===== config.mk =====
export PLATFORM = sky130hd
export DESIGN_NAME = irq_fanin_ctrl
export DESIGN_NICKNAME = d
export VERILOG_FILES = /design/src/rtl/irq_fanin_ctrl.sv
export SDC_FILE = /design/constraint.sdc
export NUM_CORES = 1
export LEC_CHECK = 0
export ABC_AREA = 1
export BUFFER_PORTS_ARGS = -buffer_cell sky130_fd_sc_hd__buf_2
export CAP_MARGIN = 20
export CORE_ASPECT_RATIO = 2
export CORE_MARGIN = 5
export CORE_UTILIZATION = 55
export CTS_BUF_LIST = sky130_fd_sc_hd__clkbuf_8
export DETAILED_ROUTE_END_ITERATION = 6
export HOLD_SLACK_MARGIN = 0.1
export PLACE_DENSITY = 0.82
export SLEW_MARGIN = 10
export SYNTH_ARGS = -nofsm -noshare
export SYNTH_HDL_FRONTEND = slang
export SYNTH_SLANG_ARGS = --single-unit

===== constraint.sdc =====
create_clock -name clk -period 1.6 [get_ports clk]
set_input_delay 0.32 -clock clk [delete_from_list [all_inputs] [get_ports clk]]
set_output_delay 0.32 -clock clk [all_outputs]
set_load 0.01 [all_outputs]

===== src/rtl/irq_fanin_ctrl.sv =====
module irq_fanin_ctrl #(
  parameter int N_IN   = 32,
  parameter int ADDR_W = 12,
  parameter int PT_LO  = 21,
  parameter int PT_HI  = 30
) (
  input  logic              clk,
  input  logic              rst_n,
  input  logic [N_IN-1:0]   irq_in,
  input  logic              bus_req,
  input  logic              bus_wr,
  input  logic [ADDR_W-1:0] bus_addr,
  input  logic [N_IN-1:0]   bus_wdata,
  output logic [N_IN-1:0]   bus_rdata,
  output logic              irq_combined,
  output logic [PT_HI-PT_LO:0] irq_direct
);
  localparam int PT_N   = PT_HI - PT_LO + 1;
  localparam int WORD_W = ADDR_W - 2;
  localparam logic [WORD_W-1:0] W_STAT  = WORD_W'(0);
  localparam logic [WORD_W-1:0] W_RAW   = WORD_W'(1);
  localparam logic [WORD_W-1:0] W_MSET  = WORD_W'(2);
  localparam logic [WORD_W-1:0] W_MCLR  = WORD_W'(3);
  localparam logic [WORD_W-1:0] W_SWSET = WORD_W'(4);
  localparam logic [WORD_W-1:0] W_SWCLR = WORD_W'(5);
  localparam logic [WORD_W-1:0] W_DSET  = WORD_W'(8);
  localparam logic [WORD_W-1:0] W_DCLR  = WORD_W'(9);

  logic [N_IN-1:0]   level_q, mask_q, rd_mux;
  logic [PT_N-1:0]   den_q;
  logic [WORD_W-1:0] word;
  logic              wr_en, rd_en, unused_addr_lsb;

  assign word            = bus_addr[ADDR_W-1:2];
  assign unused_addr_lsb = ^bus_addr[1:0];
  assign wr_en           = bus_req & bus_wr;
  assign rd_en           = bus_req & ~bus_wr;

  always_ff @(posedge clk or negedge rst_n)
    if (!rst_n) level_q <= '0;
    else        level_q <= irq_in;

  always_ff @(posedge clk or negedge rst_n) begin
    if (!rst_n) begin
      mask_q <= '0;
    end else if (wr_en) begin
      case (word)
        W_MSET:  mask_q    <= mask_q | bus_wdata;
        W_MCLR:  mask_q    <= mask_q & ~bus_wdata;
        W_SWSET: if (|bus_wdata) mask_q[0] <= 1'b1;
        W_SWCLR: if (|bus_wdata) mask_q[0] <= 1'b0;
        default: ;
      endcase
    end
  end

  always_ff @(posedge clk or negedge rst_n) begin
    if (!rst_n) begin
      den_q <= '0;
    end else if (wr_en) begin
      if (word == W_DSET) den_q <= den_q | bus_wdata[PT_HI:PT_LO];
      if (word == W_DCLR) den_q <= den_q & ~bus_wdata[PT_HI:PT_LO];
    end
  end

  always_comb begin
    case (word)
      W_STAT:  rd_mux = level_q & mask_q;
      W_RAW:   rd_mux = level_q;
      W_MSET:  rd_mux = mask_q;
      W_SWSET: rd_mux = {{(N_IN-1){1'b0}}, level_q[0]};
      W_DSET:  rd_mux = N_IN'(den_q) << PT_LO;
      default: rd_mux = '0;
    endcase
  end

  always_ff @(posedge clk or negedge rst_n)
    if (!rst_n)     bus_rdata <= '0;
    else if (rd_en) bus_rdata <= rd_mux;

  assign irq_combined = |(level_q & mask_q);

  for (genvar k = 0; k < PT_N; k++) begin : g_direct
    assign irq_direct[k] = level_q[PT_LO+k] & den_q[k];
  end
endmodule


==> results of run 1 <==
[worst max-delay path, cell delays in order, from the launching register on]
cell	delay (ns)
sky130_fd_sc_hd__dfrtp_1	0.43
sky130_fd_sc_hd__nand2_2	0.12
sky130_fd_sc_hd__nand4_1	0.13
sky130_fd_sc_hd__nor2_2	0.14
sky130_fd_sc_hd__nand4_1	0.12
sky130_fd_sc_hd__buf_2	0.16
[path summary, 6_finish.rpt]
| kind | slack, ns | end |
|---|---|---|
| max | -0.19 | irq_combined |
| min | 0.22 | flop |
| max reg2reg | 0.52 | bus_rdata[24] |
| min reg2reg | 0.48 | bus_rdata[8] |
| max in group asynchronous | 0.60 | level_q[17] |
| min in group asynchronous | 0.38 | bus_rdata[29] |
[layout by cell type, fill, tap and decap left out]
master                          netlist  routed
sky130_fd_sc_hd__nand3_4              1       1
sky130_fd_sc_hd__dlygate4sd3_1        0      33
sky130_fd_sc_hd__buf_2               10     119
sky130_fd_sc_hd__nand2_1            223     217
sky130_fd_sc_hd__clkbuf_8             0      10
sky130_fd_sc_hd__inv_6                0       2
sky130_fd_sc_hd__nand2_4              1       1
sky130_fd_sc_hd__clkinvlp_4           0       3
sky130_fd_sc_hd__buf_4                3      43
sky130_fd_sc_hd__nand3_1             87      87
sky130_fd_sc_hd__o211ai_1            21      21
sky130_fd_sc_hd__o21ai_1             19      19
sky130_fd_sc_hd__nor2_1              40      38
sky130_fd_sc_hd__inv_2                3       3
sky130_fd_sc_hd__clkinv_1             1       1
sky130_fd_sc_hd__inv_1               82      82
sky130_fd_sc_hd__nand3b_1             7       7
sky130_fd_sc_hd__nand4_1             27      27
sky130_fd_sc_hd__nand2_2              2       8
sky130_fd_sc_hd__o2111ai_1            2       2
sky130_fd_sc_hd__buf_12               0       5
sky130_fd_sc_hd__nor2_8               1       1
sky130_fd_sc_hd__dfrtp_1            106     106
sky130_fd_sc_hd__nor2_4              22      22
sky130_fd_sc_hd__o21ai_0             18      18
sky130_fd_sc_hd__nor2_2               7       9
sky130_fd_sc_hd__clkinv_4             0       1
[cell usage after synthesis]
library cell,number
sky130_fd_sc_hd__nand2_1,223
sky130_fd_sc_hd__dfrtp_1,106
sky130_fd_sc_hd__nand3_1,87
sky130_fd_sc_hd__inv_1,82
sky130_fd_sc_hd__nor2_1,40
sky130_fd_sc_hd__nand4_1,27
sky130_fd_sc_hd__nor2_4,22
sky130_fd_sc_hd__o211ai_1,21
sky130_fd_sc_hd__o21ai_1,19
sky130_fd_sc_hd__o21ai_0,18
sky130_fd_sc_hd__buf_2,10
sky130_fd_sc_hd__clkbuf_1,10
sky130_fd_sc_hd__nand3b_1,7
sky130_fd_sc_hd__nor2_2,7
sky130_fd_sc_hd__buf_1,3
sky130_fd_sc_hd__buf_4,3
sky130_fd_sc_hd__inv_2,3
sky130_fd_sc_hd__buf_6,2
sky130_fd_sc_hd__nand2_2,2
sky130_fd_sc_hd__o2111ai_1,2
sky130_fd_sc_hd__clkinv_1,1
sky130_fd_sc_hd__nand2_4,1
sky130_fd_sc_hd__nand3_4,1
sky130_fd_sc_hd__nor2_8,1
[layout make-up]
class | instances | area (um2) | area share
Clock buffer | 10 | 138 | 0.0195
Clock inverter | 6 | 48.8 | 0.00692
Inverter | 86 | 323 | 0.0458
Multi-Input combinational cell | 478 | 2380 | 0.337
Sequential cell | 106 | 2650 | 0.376
Tap cell | 132 | 165 | 0.0234
Timing Repair Buffer | 200 | 1350 | 0.191
[cell families (layout without fill, tap and decap cells)]
| family | count (synthesis) | in the layout |
|---|---|---|
| AND/OR/NAND/NOR | 418 | 418 |
| flip-flops | 106 | 106 |
| buffers and inverters | 114 | 302 |
| AO/OA/AOI/OAI | 60 | 60 |
[repair_timing]
item	CTS	global route
setup buffers	11	0
endpoints found under the hold margin	48	0
pin swaps	8	0
hold buffers	33	0
gates cloned	0	0
endpoints found under the setup margin	1	1
resized for setup	6	1
[power breakdown]
part	total (mW)	internal, mW	leakage (nW)	switching (mW)
Clock	1.60	0.623	0.0855	0.981
Sequential	2.78	2.73	1.37	0.0437
Combinational	0.508	0.208	2.36	0.300
Total	4.89	3.56	3.82	1.32
[stage by stage]
step | worst slack (ns) | util | std cells
6_report | -0.189 | 0.722 | 1018
3_3_place_gp | -0.0159 | 0.659 | 958
3_5_place_dp | -0.0704 | 0.659 | 958
2_1_floorplan | 0.206 | - | 698
5_1_grt | -0.225 | 0.722 | 1018
4_1_cts | -0.170 | 0.722 | 1018
[routing by layer]
layer / vias up / share of wire
li1: 2609 / -
met1: 2629 / 0.34
met2: 300 / 0.53
met3: 94 / 0.069
met4: 0 / 0.061
met5: - / 0
==> results.md, run 1 <==
Run status:
- The run finished, with violations left.
- The final reports fail on negative setup slack.

Final layout:
- The design area is roughly 7100 um2.
- In the final design database the tool counted 961 nets.
- Compared with the post-synthesis result, the final layout area differs by 28.8%.
- The fill cell total of the finished layout is 764.
- The number of antenna diodes in the final layout is 0.
- Of the cells placed in the final design, the portion with a size suffix greater than 1 is 0.257.

Floorplan:
- Pin placement for this block handled between 100 and 150 I/O pins.
- The initial utilization of the core area, before any placement, comes to 0.561.
- The number of core rows is 51.
- The core area is 9760 um2.
- The x dimension of the die is 80.6 um.
- The die covers 12200 um2.
- From bottom edge to top edge, the die measures ~150 um.

Synthesis:
- The post-synthesis sequential area ratio is 0.484.
- The number of register bits inferred by synthesis is 106.
- The number of nets in the synthesized netlist is about 780.
- The xor-xnor portion of the synthesized cell area is 0.
- After synthesis, the largest family of logic cells by area is simple AND/OR/NAND/NOR gates.
- The synthesis warning total is 0.
- The adder and majority gate portion of the synthesized area is 0.
- Of the total synthesized cell area, the portion taken by AND, OR, NAND and NOR gates is 0.365.
- Synthesis handed over a netlist of 698 instances.
- The proportion of netlist area held by the largest area contributor is 0.484.
- The mapped netlist covers approximately 5500 um2.
- The proportion of synthesized area in mux cells is 0.
- After synthesis, the cell types taking the most area are sky130_fd_sc_hd__dfrtp_1 (48%), sky130_fd_sc_hd__nand2_1 (15%), sky130_fd_sc_hd__nand3_1 (8.0%).
- The area fraction in compound gates after synthesis was 0.0658.
- The per-instance average area after synthesis is ~7.8 um2.
- The number of library cell types mapped by synthesis is 24.
- The cell taking the most area after synthesis is sky130_fd_sc_hd__dfrtp_1.

Power:
- Summed over all cells, the static leakage comes to 3.82 nW.
- After layout, the design draws a total of 4.89 mW.
- Power spread over the standard cell area amounts to between 600 and 700 nW/um2.
- IR analysis of the VDD net gives a maximum drop of 530 uV.

STA:
- The total of endpoints with negative setup slack in the final report is 1.
- The transition time at the pin with the least slew margin is 0.385 ns.
- The max-slew violation count is 0.
- Across all hold checks on the routed design, the worst slack comes to 0.222 ns.
- The worst max-slew margin expressed relative to the limit is 0.743.
- After layout, the worst setup slack is -0.189 ns.
- Setup repair after global routing could not meet its margin everywhere.
- In the finished design, the share of the clock period the worst path needs comes to 1.12.
- The final critical path time including I/O delays and setup is between 1.5 and 2 ns.
- The clock arrives with 0.0115 ns of skew.
- The post-route setup TNS is -0.189 ns.
- The highest clock frequency the design can meet is approximately 560 MHz.
- The number of failing hold endpoints at the final stage is 0.

Setup path:
- STA classifies the critical path endpoint as a primary output.
- The kind of critical path is reg2out.
- At the worst endpoint, the required time is ~1.3 ns.
- The worst setup path is launched from a flop.
- The worst register-to-register path has a depth of 4.
- The startpoint identified for the worst register-to-register timing path is level_q[24].
- In this run the worst path has a maximum fanout of 3.
- The arrival time of data at the critical path endpoint is around 1.5 ns.
- The worst setup path startpoint is level_q[26].

Clock tree:
- The depth of the CTS H-tree is 3.
- The clock-pin transition on the worst setup and hold timing paths is around 0.11 ns.
- TritonCTS built the clock tree.
- The root buffer cell chosen for the clock tree is sky130_fd_sc_hd__clkbuf_8.
- For the worst-skew pair, the clock arrives at the later sink with an insertion delay of ~0.38 ns.
- The number of buffers inserted during clock tree synthesis is 9.
- The number of sinks on the clock net is 106.
- The number of buffers on the longest clock path is 2.

GRT:
- The first global-routing pass estimated 27100 um of wire.
- The number of antenna violations at the first check in global routing is 0.
- Across every metal layer, demand over resource in global routing totals 0.290.
- The global-route congestion overflow total is 0.
- The met1 track demand over resource in global routing is 0.315.
- The global-route met2 utilization is 0.512.
- The busiest layer in global routing is met2.
- In the global route stage, met3 resource usage came out at 0.0393.
- The number of global-route vias before repair came to 5981.
- Entering global routing, the biggest net connects 41 pins.

Detailed routing:
- The first detailed-routing pass took 6 iterations.
- After the first detailed-routing iteration, the DRC count stood at 535.
- After detailed routing, the average wire length per cell comes to 16.6 um.
- The post-route antenna net violation count is 0.
- After detailed routing, the number of vias per cell comes to 5.53.
- The remaining design rule violation count is 0.
- The routed design has 16900 um of wire.
- The total via count after detailed routing is between 5000 and 6000.

Hold path:
- The tightest min-delay check is of the in2reg type.
- The worst hold path passes through 3 cells.
- The launch instance of the worst min-delay path is bus_wdata[30].

Placed design:
- After detailed placement, the total cell area comes to ~6400 um2.
- The weighted congestion at the end of routability-driven global placement is 0.921.
- In this run the tool buffered the top-level ports with 120 buffer cells.
- Detailed placement ended at an HPWL of roughly 12000 um.

Job:
- The tool flagged a number of max-cap violations equal to 0.
No activity file was read; power rests on OpenSTA's default activity.
==> run 2, diff against run 1 <==
--- a/config.mk
+++ b/config.mk
@@ -11,10 +11,10 @@
 export CORE_ASPECT_RATIO = 2
 export CORE_MARGIN = 5
 export CORE_UTILIZATION = 55
-export CTS_BUF_LIST = sky130_fd_sc_hd__clkbuf_8
+export CTS_BUF_LIST = sky130_fd_sc_hd__clkbuf_16
 export DETAILED_ROUTE_END_ITERATION = 6
 export HOLD_SLACK_MARGIN = 0.1
-export PLACE_DENSITY = 0.82
+export PLACE_DENSITY = 0.81
 export SLEW_MARGIN = 10
 export SYNTH_ARGS = -nofsm -noshare
 export SYNTH_HDL_FRONTEND = slang
==> constraint.sdc (replaced) <==
create_clock -name clk -period 1.8 [get_ports clk]
set_input_delay 0.36 -clock clk [delete_from_list [all_inputs] [get_ports clk]]
set_output_delay 0.36 -clock clk [all_outputs]
set_load 0.01 [all_outputs]
==> results.md, run 2 (same netlist as run 1, synthesis figures left out) <==
Run status:
- The run finished, with violations left.
- The final reports fail on negative setup slack.

Setup path:
- The kind of critical path is reg2out.
- The number of cell instances on the worst register-to-register path is 4.
- Data arrives at the worst endpoint at ~1.5 ns.
- The maximum fanout encountered on the critical timing path is 3.
- The worst path required time is 1.44 ns.
- The kind of start point of the critical path is a flop.
- In this run the critical register-to-register path is captured at bus_rdata[27].
- The worst setup path is captured at a primary output.
- The setup check on the worst reg-to-reg path leaves a slack of 0.67 ns.

Detailed routing:
- The pre-antenna-repair detailed-routing pass consisted of 7 iterations.
- The remaining design rule violation count is 0.
- The first routing iteration left 467 violations.
- The wire length after detailed routing is 16200 um.
- The count of nets left with antenna violations once routing finished came out at 0.
- In the routed layout, each cell is associated on average with a via count of about 5.6.
- The average wire per standard cell is 16.6 um.
- The final route contains 5452 vias.

STA:
- For this run, the top clock speed supported by timing is 554 MHz.
- The transition time at the pin with the least slew margin is 0.566 ns.
- The final critical path time including I/O delays and setup is 1.81 ns.
- Once routing completed, OpenROAD measured the worst setup slack at -0.00599 ns.
- The number of failing hold endpoints at the final stage is 0.
- Setup violations remaining at the end of the flow were counted as 1.
- The final clock period utilization by the worst path is 1.00.
- Headroom to the max-slew limit came out at 0.623.
- The max-slew violation count is 0.
- The worst-case clock skew is 0.00933 ns.
- Setup repair after global routing could not meet its margin everywhere.

Final layout:
- The number of antenna diodes in the final layout is 0.
- The area growth from synthesis to layout is 23.6%.
- The library cells used most frequently in the layout, excluding fill and tap cells, are sky130_fd_sc_hd__nand2_1 (216), sky130_fd_sc_hd__buf_2 (119), sky130_fd_sc_hd__dfrtp_1 (106).
- After filler insertion, the fill cell instance count of the layout stands at 762.
- The number of nets in the layout is 923.
- The post-route non-filler standard cell count is between 900 and 1000.
- The share of cells above drive strength 1 is 0.259.
- The most common library cell in the layout ignoring fill and taps is sky130_fd_sc_hd__nand2_1.

Placed design:
- The port buffer count is 120.
- In this run, placement finished with an instance count of 948.
- The wire-length estimate of the detail-placed layout is 11500 um.
- The weighted congestion at the end of routability-driven global placement is 0.955.

Clock tree:
- In this run the number of H-tree levels came out at 3.
- The clock latency at the later pin of the worst-skew pair is 0.35 ns.
- Counting the buffers created by CTS gives 9.
- The root buffer selected by CTS is sky130_fd_sc_hd__clkbuf_16.
- Counting every sink on the clock net gives 106.
- The clock tree from TritonCTS is built.
- The clock-pin transition on the worst setup and hold timing paths is 0.08 ns.
- In this run the deepest clock path goes through 2 buffers.

Power:
- The cell area power density is 705 nW/um2.
- The power after layout is ~4.8 mW.
- The leakage component of the power is roughly 3.7 nW.
- The maximum resistive drop on vdd is 675 uV.

GRT:
- The global-route wire length before repair is roughly 26000 um.
- The largest net degree at the start of global routing is 107.
- For this run the aggregate overflow at the end of global routing stands at 0.
- The number of global-route vias before repair came to approximately 5600.
- For this run, the total global-route usage over all layers was measured as 0.272.
- The number of antenna violations at the first check in global routing was 0.

Job:
- Across the run, the number of max-cap violations was 0.

Hold path:
- The worst hold path belongs to the class in2reg.
- The path with the worst hold slack has its endpoint at level_q[16].
- The worst hold path begins at irq_in[16].
- The cell depth of the worst hold path is 1.

Floorplan:
- The die covers 12200 um2.
- The floorplan has 51 rows.
- The core area is 9760 um2.
- The number of top-level design ports is around 120.
- The x dimension of the die is between 80 and 90 um.
- For this configuration, the core starts out at a cell density of 0.561.
- The vertical extent of the die is 151 um.
==> run 2: cell count changes in the layout (fill, tap and decap cells not counted) <==
| cell | change |
|---|---|
| sky130_fd_sc_hd__clkbuf_8 | -10 |
| sky130_fd_sc_hd__clkbuf_16 | +9 |
| sky130_fd_sc_hd__clkinv_4 | +1 |
| sky130_fd_sc_hd__nor2_1 | +1 |
| sky130_fd_sc_hd__inv_8 | +1 |
| sky130_fd_sc_hd__nand2_2 | +1 |
| sky130_fd_sc_hd__dlygate4sd3_1 | -30 |
| sky130_fd_sc_hd__nor2_2 | -1 |
| sky130_fd_sc_hd__nand2_1 | -1 |
| sky130_fd_sc_hd__buf_4 | -6 |
| sky130_fd_sc_hd__buf_12 | -2 |
| sky130_fd_sc_hd__clkinvlp_4 | -1 |
==> run 2: power by group <==
group | switching, mW | internal, mW | total (mW) | leakage, nW
combinational | 0.250 | 0.134 | 0.383 | 2.19
clock | 0.953 | 0.964 | 1.92 | 0.135
sequential | 0.0400 | 2.43 | 2.47 | 1.37
==> run 2: what timing repair did <==
action | CTS | global route
setup endpoints to repair | 1 | 1
pin swaps | 1 | 7
resized for setup | 1 | 6
cloned | 0 | 0
buffers inserted | 0 | 13
hold buffers | 1 | 2
hold endpoints to repair | 9 | 2
==> run 2: layer usage <==
layer	wire, um	track usage
met2	8800	0.486
met5	0	0
met4	549	0.141
met3	1120	0.0417
met1	5760	0.305
==> run 2: how the worst max path moves through the flow <==
stage	end	start	slack [ns]	cells after the start
global placement	flop	bus_addr[4]	0.08	10
floorplan	flop	bus_addr[9]	0.37	8
global route	irq_combined	flop	-0.1	5
CTS	irq_combined	flop	0.002	5
detailed placement	flop	bus_addr[4]	0.05	10
finish	irq_combined	flop	-0.006	5
==> run 2: final cells by class <==
type                            instances  area (um2)  area share
Sequential cell                       106        2650       0.392
Tap cell                              132         165      0.0244
Clock inverter                          7        61.3     0.00906
Timing Repair Buffer                  162         963       0.142
Multi-Input combinational cell        478        2380       0.351
Inverter                               86         323      0.0477
Clock buffer                            9         225      0.0333
==> run 2: stage by stage <==
step | setup TNS (ns) | hold WS (ns) | utilization | cell area [um2] | setup slack [ns]
6_report | -0.00599 | 0.104 | 0.693 | 6770 | -0.00599
3_3_place_gp | 0 | 0.457 | 0.649 | 6340 | 0.0844
3_5_place_dp | 0 | 0.460 | 0.649 | 6340 | 0.0457
2_1_floorplan | 0 | 0.0644 | - | 5480 | 0.366
4_1_cts | 0 | 0.103 | 0.680 | 6640 | 0.00199
5_1_grt | -0.0995 | 0.104 | 0.693 | 6770 | -0.0995
==> run 2: worst max-delay path, stage by stage, from the launching register on <==
cell and delay, ns:
sky130_fd_sc_hd__dfrtp_1 0.41, sky130_fd_sc_hd__nand2_1 0.11, sky130_fd_sc_hd__nand4_1 0.12, sky130_fd_sc_hd__nor2_1 0.15, sky130_fd_sc_hd__nand4_1 0.14, sky130_fd_sc_hd__buf_2 0.17
==> run 3, diff against run 2 <==
--- a/config.mk
+++ b/config.mk
@@ -8,13 +8,15 @@
 export ABC_AREA = 1
 export BUFFER_PORTS_ARGS = -buffer_cell sky130_fd_sc_hd__buf_2
 export CAP_MARGIN = 20
+export CELL_PAD_IN_SITES_DETAIL_PLACEMENT = 0
+export CELL_PAD_IN_SITES_GLOBAL_PLACEMENT = 1
 export CORE_ASPECT_RATIO = 2
 export CORE_MARGIN = 5
-export CORE_UTILIZATION = 55
-export CTS_BUF_LIST = sky130_fd_sc_hd__clkbuf_16
+export CORE_UTILIZATION = 40
+export CTS_BUF_LIST = sky130_fd_sc_hd__clkbuf_8 sky130_fd_sc_hd__clkbuf_16
 export DETAILED_ROUTE_END_ITERATION = 6
 export HOLD_SLACK_MARGIN = 0.1
-export PLACE_DENSITY = 0.81
+export PLACE_DENSITY_LB_ADDON = 0.1
 export SLEW_MARGIN = 10
 export SYNTH_ARGS = -nofsm -noshare
 export SYNTH_HDL_FRONTEND = slang
==> results.md, run 3 (same netlist as run 1, synthesis figures left out) <==
Placed design:
- The detailed placement HPWL is 13200 um.
- At the placement stage, the worst setup path has a slack of about 0.033 ns.
- The number of placed instances, taps included is 980.
- The port buffer count is 120.
- Summing all placed instances gives a cell area of roughly 6400 um2.
- The weighted congestion at the end of routability-driven global placement is 0.889.

Hold path:
- Along the worst hold path, the cell count comes to 1.
- The hold path endpoint is level_q[18].
- The type of the most critical hold path is in2reg.
- The startpoint identified for the worst hold timing path is irq_in[18].

Clock tree:
- The H-tree was split into 3 levels.
- The tree built by TritonCTS fans out to 106 sinks.
- The clock-pin transition on the worst setup and hold timing paths is about 0.080 ns.
- The number of buffers inserted during clock tree synthesis is 9.
- The clock latency at the later pin of the worst-skew pair is between 0.3 and 0.4 ns.
- In this run the deepest clock path goes through 2 buffers.
- TritonCTS built the clock tree.
- The root buffer selected by CTS is sky130_fd_sc_hd__clkbuf_16.

Final layout:
- The library cells used most frequently in the layout, excluding fill and tap cells, are sky130_fd_sc_hd__nand2_1 (217), sky130_fd_sc_hd__buf_2 (119), sky130_fd_sc_hd__dfrtp_1 (106).
- The fill cell total of the finished layout is roughly 1400.
- The post-route non-filler standard cell count is 1005.
- The finished cells cover 6810 um2.
- The final core area utilization is 0.507.
- Leaving out fill and tap cells, the most frequent cell in the layout is sky130_fd_sc_hd__nand2_1.
- The repair_antennas step left the layout with diodes totalling 0.
- The number of nets in the layout is 925.
- The area growth from synthesis to layout is 24.3%.
- The share of cells above drive strength 1 is 0.256.

Setup path:
- The kind of critical path is reg2out.
- The endpoint of the worst-slack reg-to-reg timing path is bus_rdata[30].
- The arrival time of data at the critical path endpoint is 1.48 ns.
- The critical path's slowest cell is sky130_fd_sc_hd__dfrtp_1.
- Walking the worst path, the cells encountered are nand2_2 > nand4_1 > nor2_1 > nand4_1 > buf_2.
- The worst setup path is captured at a primary output.
- The kind of start point of the critical path is a flop.
- The slack of the worst reg-to-reg path is approximately 0.73 ns.
- The maximum fanout encountered on the critical timing path is 3.
- In this design, the critical path's most frequently occurring cell is sky130_fd_sc_hd__nand4_1.
- The number of cells on the worst reg-to-reg path is 5.
- The worst path required time is 1.44 ns.
- The delay of the slowest cell on the worst path is 0.42 ns.

Job:
- The max-cap check violation count is 0.

Detailed routing:
- In the routed design, unresolved DRC markers number 0.
- The via count normalized by instance count is 5.12.
- The first detailed-routing pass ran for 5 iterations.
- The violation count after the first detailed-route iteration is ~220.
- The wire length after detailed routing is 17200 um.
- Summing over every cut layer, the via total after detailed routing is 5149.
- The post-route antenna net violation count is 0.
- In the final routed layout, each cell accounts on average for 17.1 um.

Power:
- The power after layout is roughly 4.8 mW.
- The maximum resistive drop on vdd is between 300 and 400 uV.
- Power spread over the standard cell area amounts to 699 nW/um2.
- The leakage component of the power is between 3 and 4 nW.

STA:
- The max-slew violation count is 0.
- The final critical path time including I/O delays and setup is around 1.8 ns.
- Setup violations remaining at the end of the flow were counted as 1.
- On the final layout, the worst hold slack is 0.112 ns.
- The number of failing hold endpoints at the final stage was 0.
- Of the available clock period, the critical path in the final layout requires 1.02.
- Between clock sinks in the finished design, the worst skew comes to 0.00880 ns.
- Based on the critical path, the design can be clocked at up to roughly 540 MHz.
- Setup repair after global routing could not meet its margin everywhere.
- The post-route setup TNS is -0.0448 ns.
- Across all setup checks in the final design, the least slack found is -0.0448 ns.
- The worst max-slew margin expressed relative to the limit is 0.732.
- The transition time at the pin with the least slew margin is 0.402 ns.

Floorplan:
- The vertical extent of the die is 175 um.
- The area enclosed by the die boundary is 16300 um2.
- The initial utilization of the core area, before any placement, comes to 0.408.
- The number of top-level design ports is 123.
- The floorplan step set the die width to 92.7 um.
- In this run the standard cell core region covers approximately 13000 um2.
- Row generation in the floorplan step produced 60 rows.

GRT:
- The number of global-route vias before repair was approximately 5400.
- The first global-routing pass estimated 27500 um of wire.
- The largest net degree at the start of global routing is 39.
- For this run, the total global-route usage over all layers was measured as 0.217.
- For this run the aggregate overflow at the end of global routing stands at 0.
- The number of antenna violations at the first check in global routing is 0.

Run status:
- The checks that failed: negative setup slack.
- The flow ran to the end, but the final reports show violations.
run 3: timing repair:
action / 4_1_cts / 5_1_grt
hold buffers: 3 / 2
endpoints found under the setup margin: 1 / 1
setup buffers: 3 / 1
pin swaps: 6 / 3
resized for setup: 2 / 4
endpoints found under the hold margin: 24 / 2
run 3: per-layer routing:
| metal | global-route usage | wire [um] | vias to the layer above |
|---|---|---|---|
| li1 | - | - | 2534 |
| met1 | 0.248 | 6570 | 2441 |
| met2 | 0.403 | 9290 | 143 |
| met3 | 0.0304 | 731 | 31 |
| met4 | 0.0832 | 591 | 0 |
| met5 | 0 | 0 | - |
run 3: how the worst max path moves through the flow:
stage	startpoint	to	cells past startpoint
final	flop	irq_combined	5
after CTS	level_q[21]	irq_combined	5
after global routing	flop	irq_combined	5
after detailed placement	bus_addr[8]	bus_rdata[10]	9
after floorplan	bus_addr[9]	flop	8
after global placement	bus_addr[9]	bus_rdata[10]	9
run 3: where the power goes:
group          internal [mW]  switching, mW
combinational          0.135          0.250
clock                  0.981          0.927
sequential              2.43         0.0395
run 3: worst max-delay path: cells and delay by family (launching register included):
family	cells	cell delay, ns
buffers and inverters	1	0.17
flip-flops	1	0.42
AND/OR/NAND/NOR	4	0.56
run 3: layout make-up:
class / count / area (um2) / area share
Sequential cell: 106 / 2650 / 0.390
Multi-Input combinational cell: 478 / 2370 / 0.349
Timing Repair Buffer: 164 / 983 / 0.144
Inverter: 86 / 323 / 0.0474
Clock buffer: 10 / 239 / 0.0351
Tap cell: 155 / 194 / 0.0285
Clock inverter: 6 / 42.5 / 0.00625
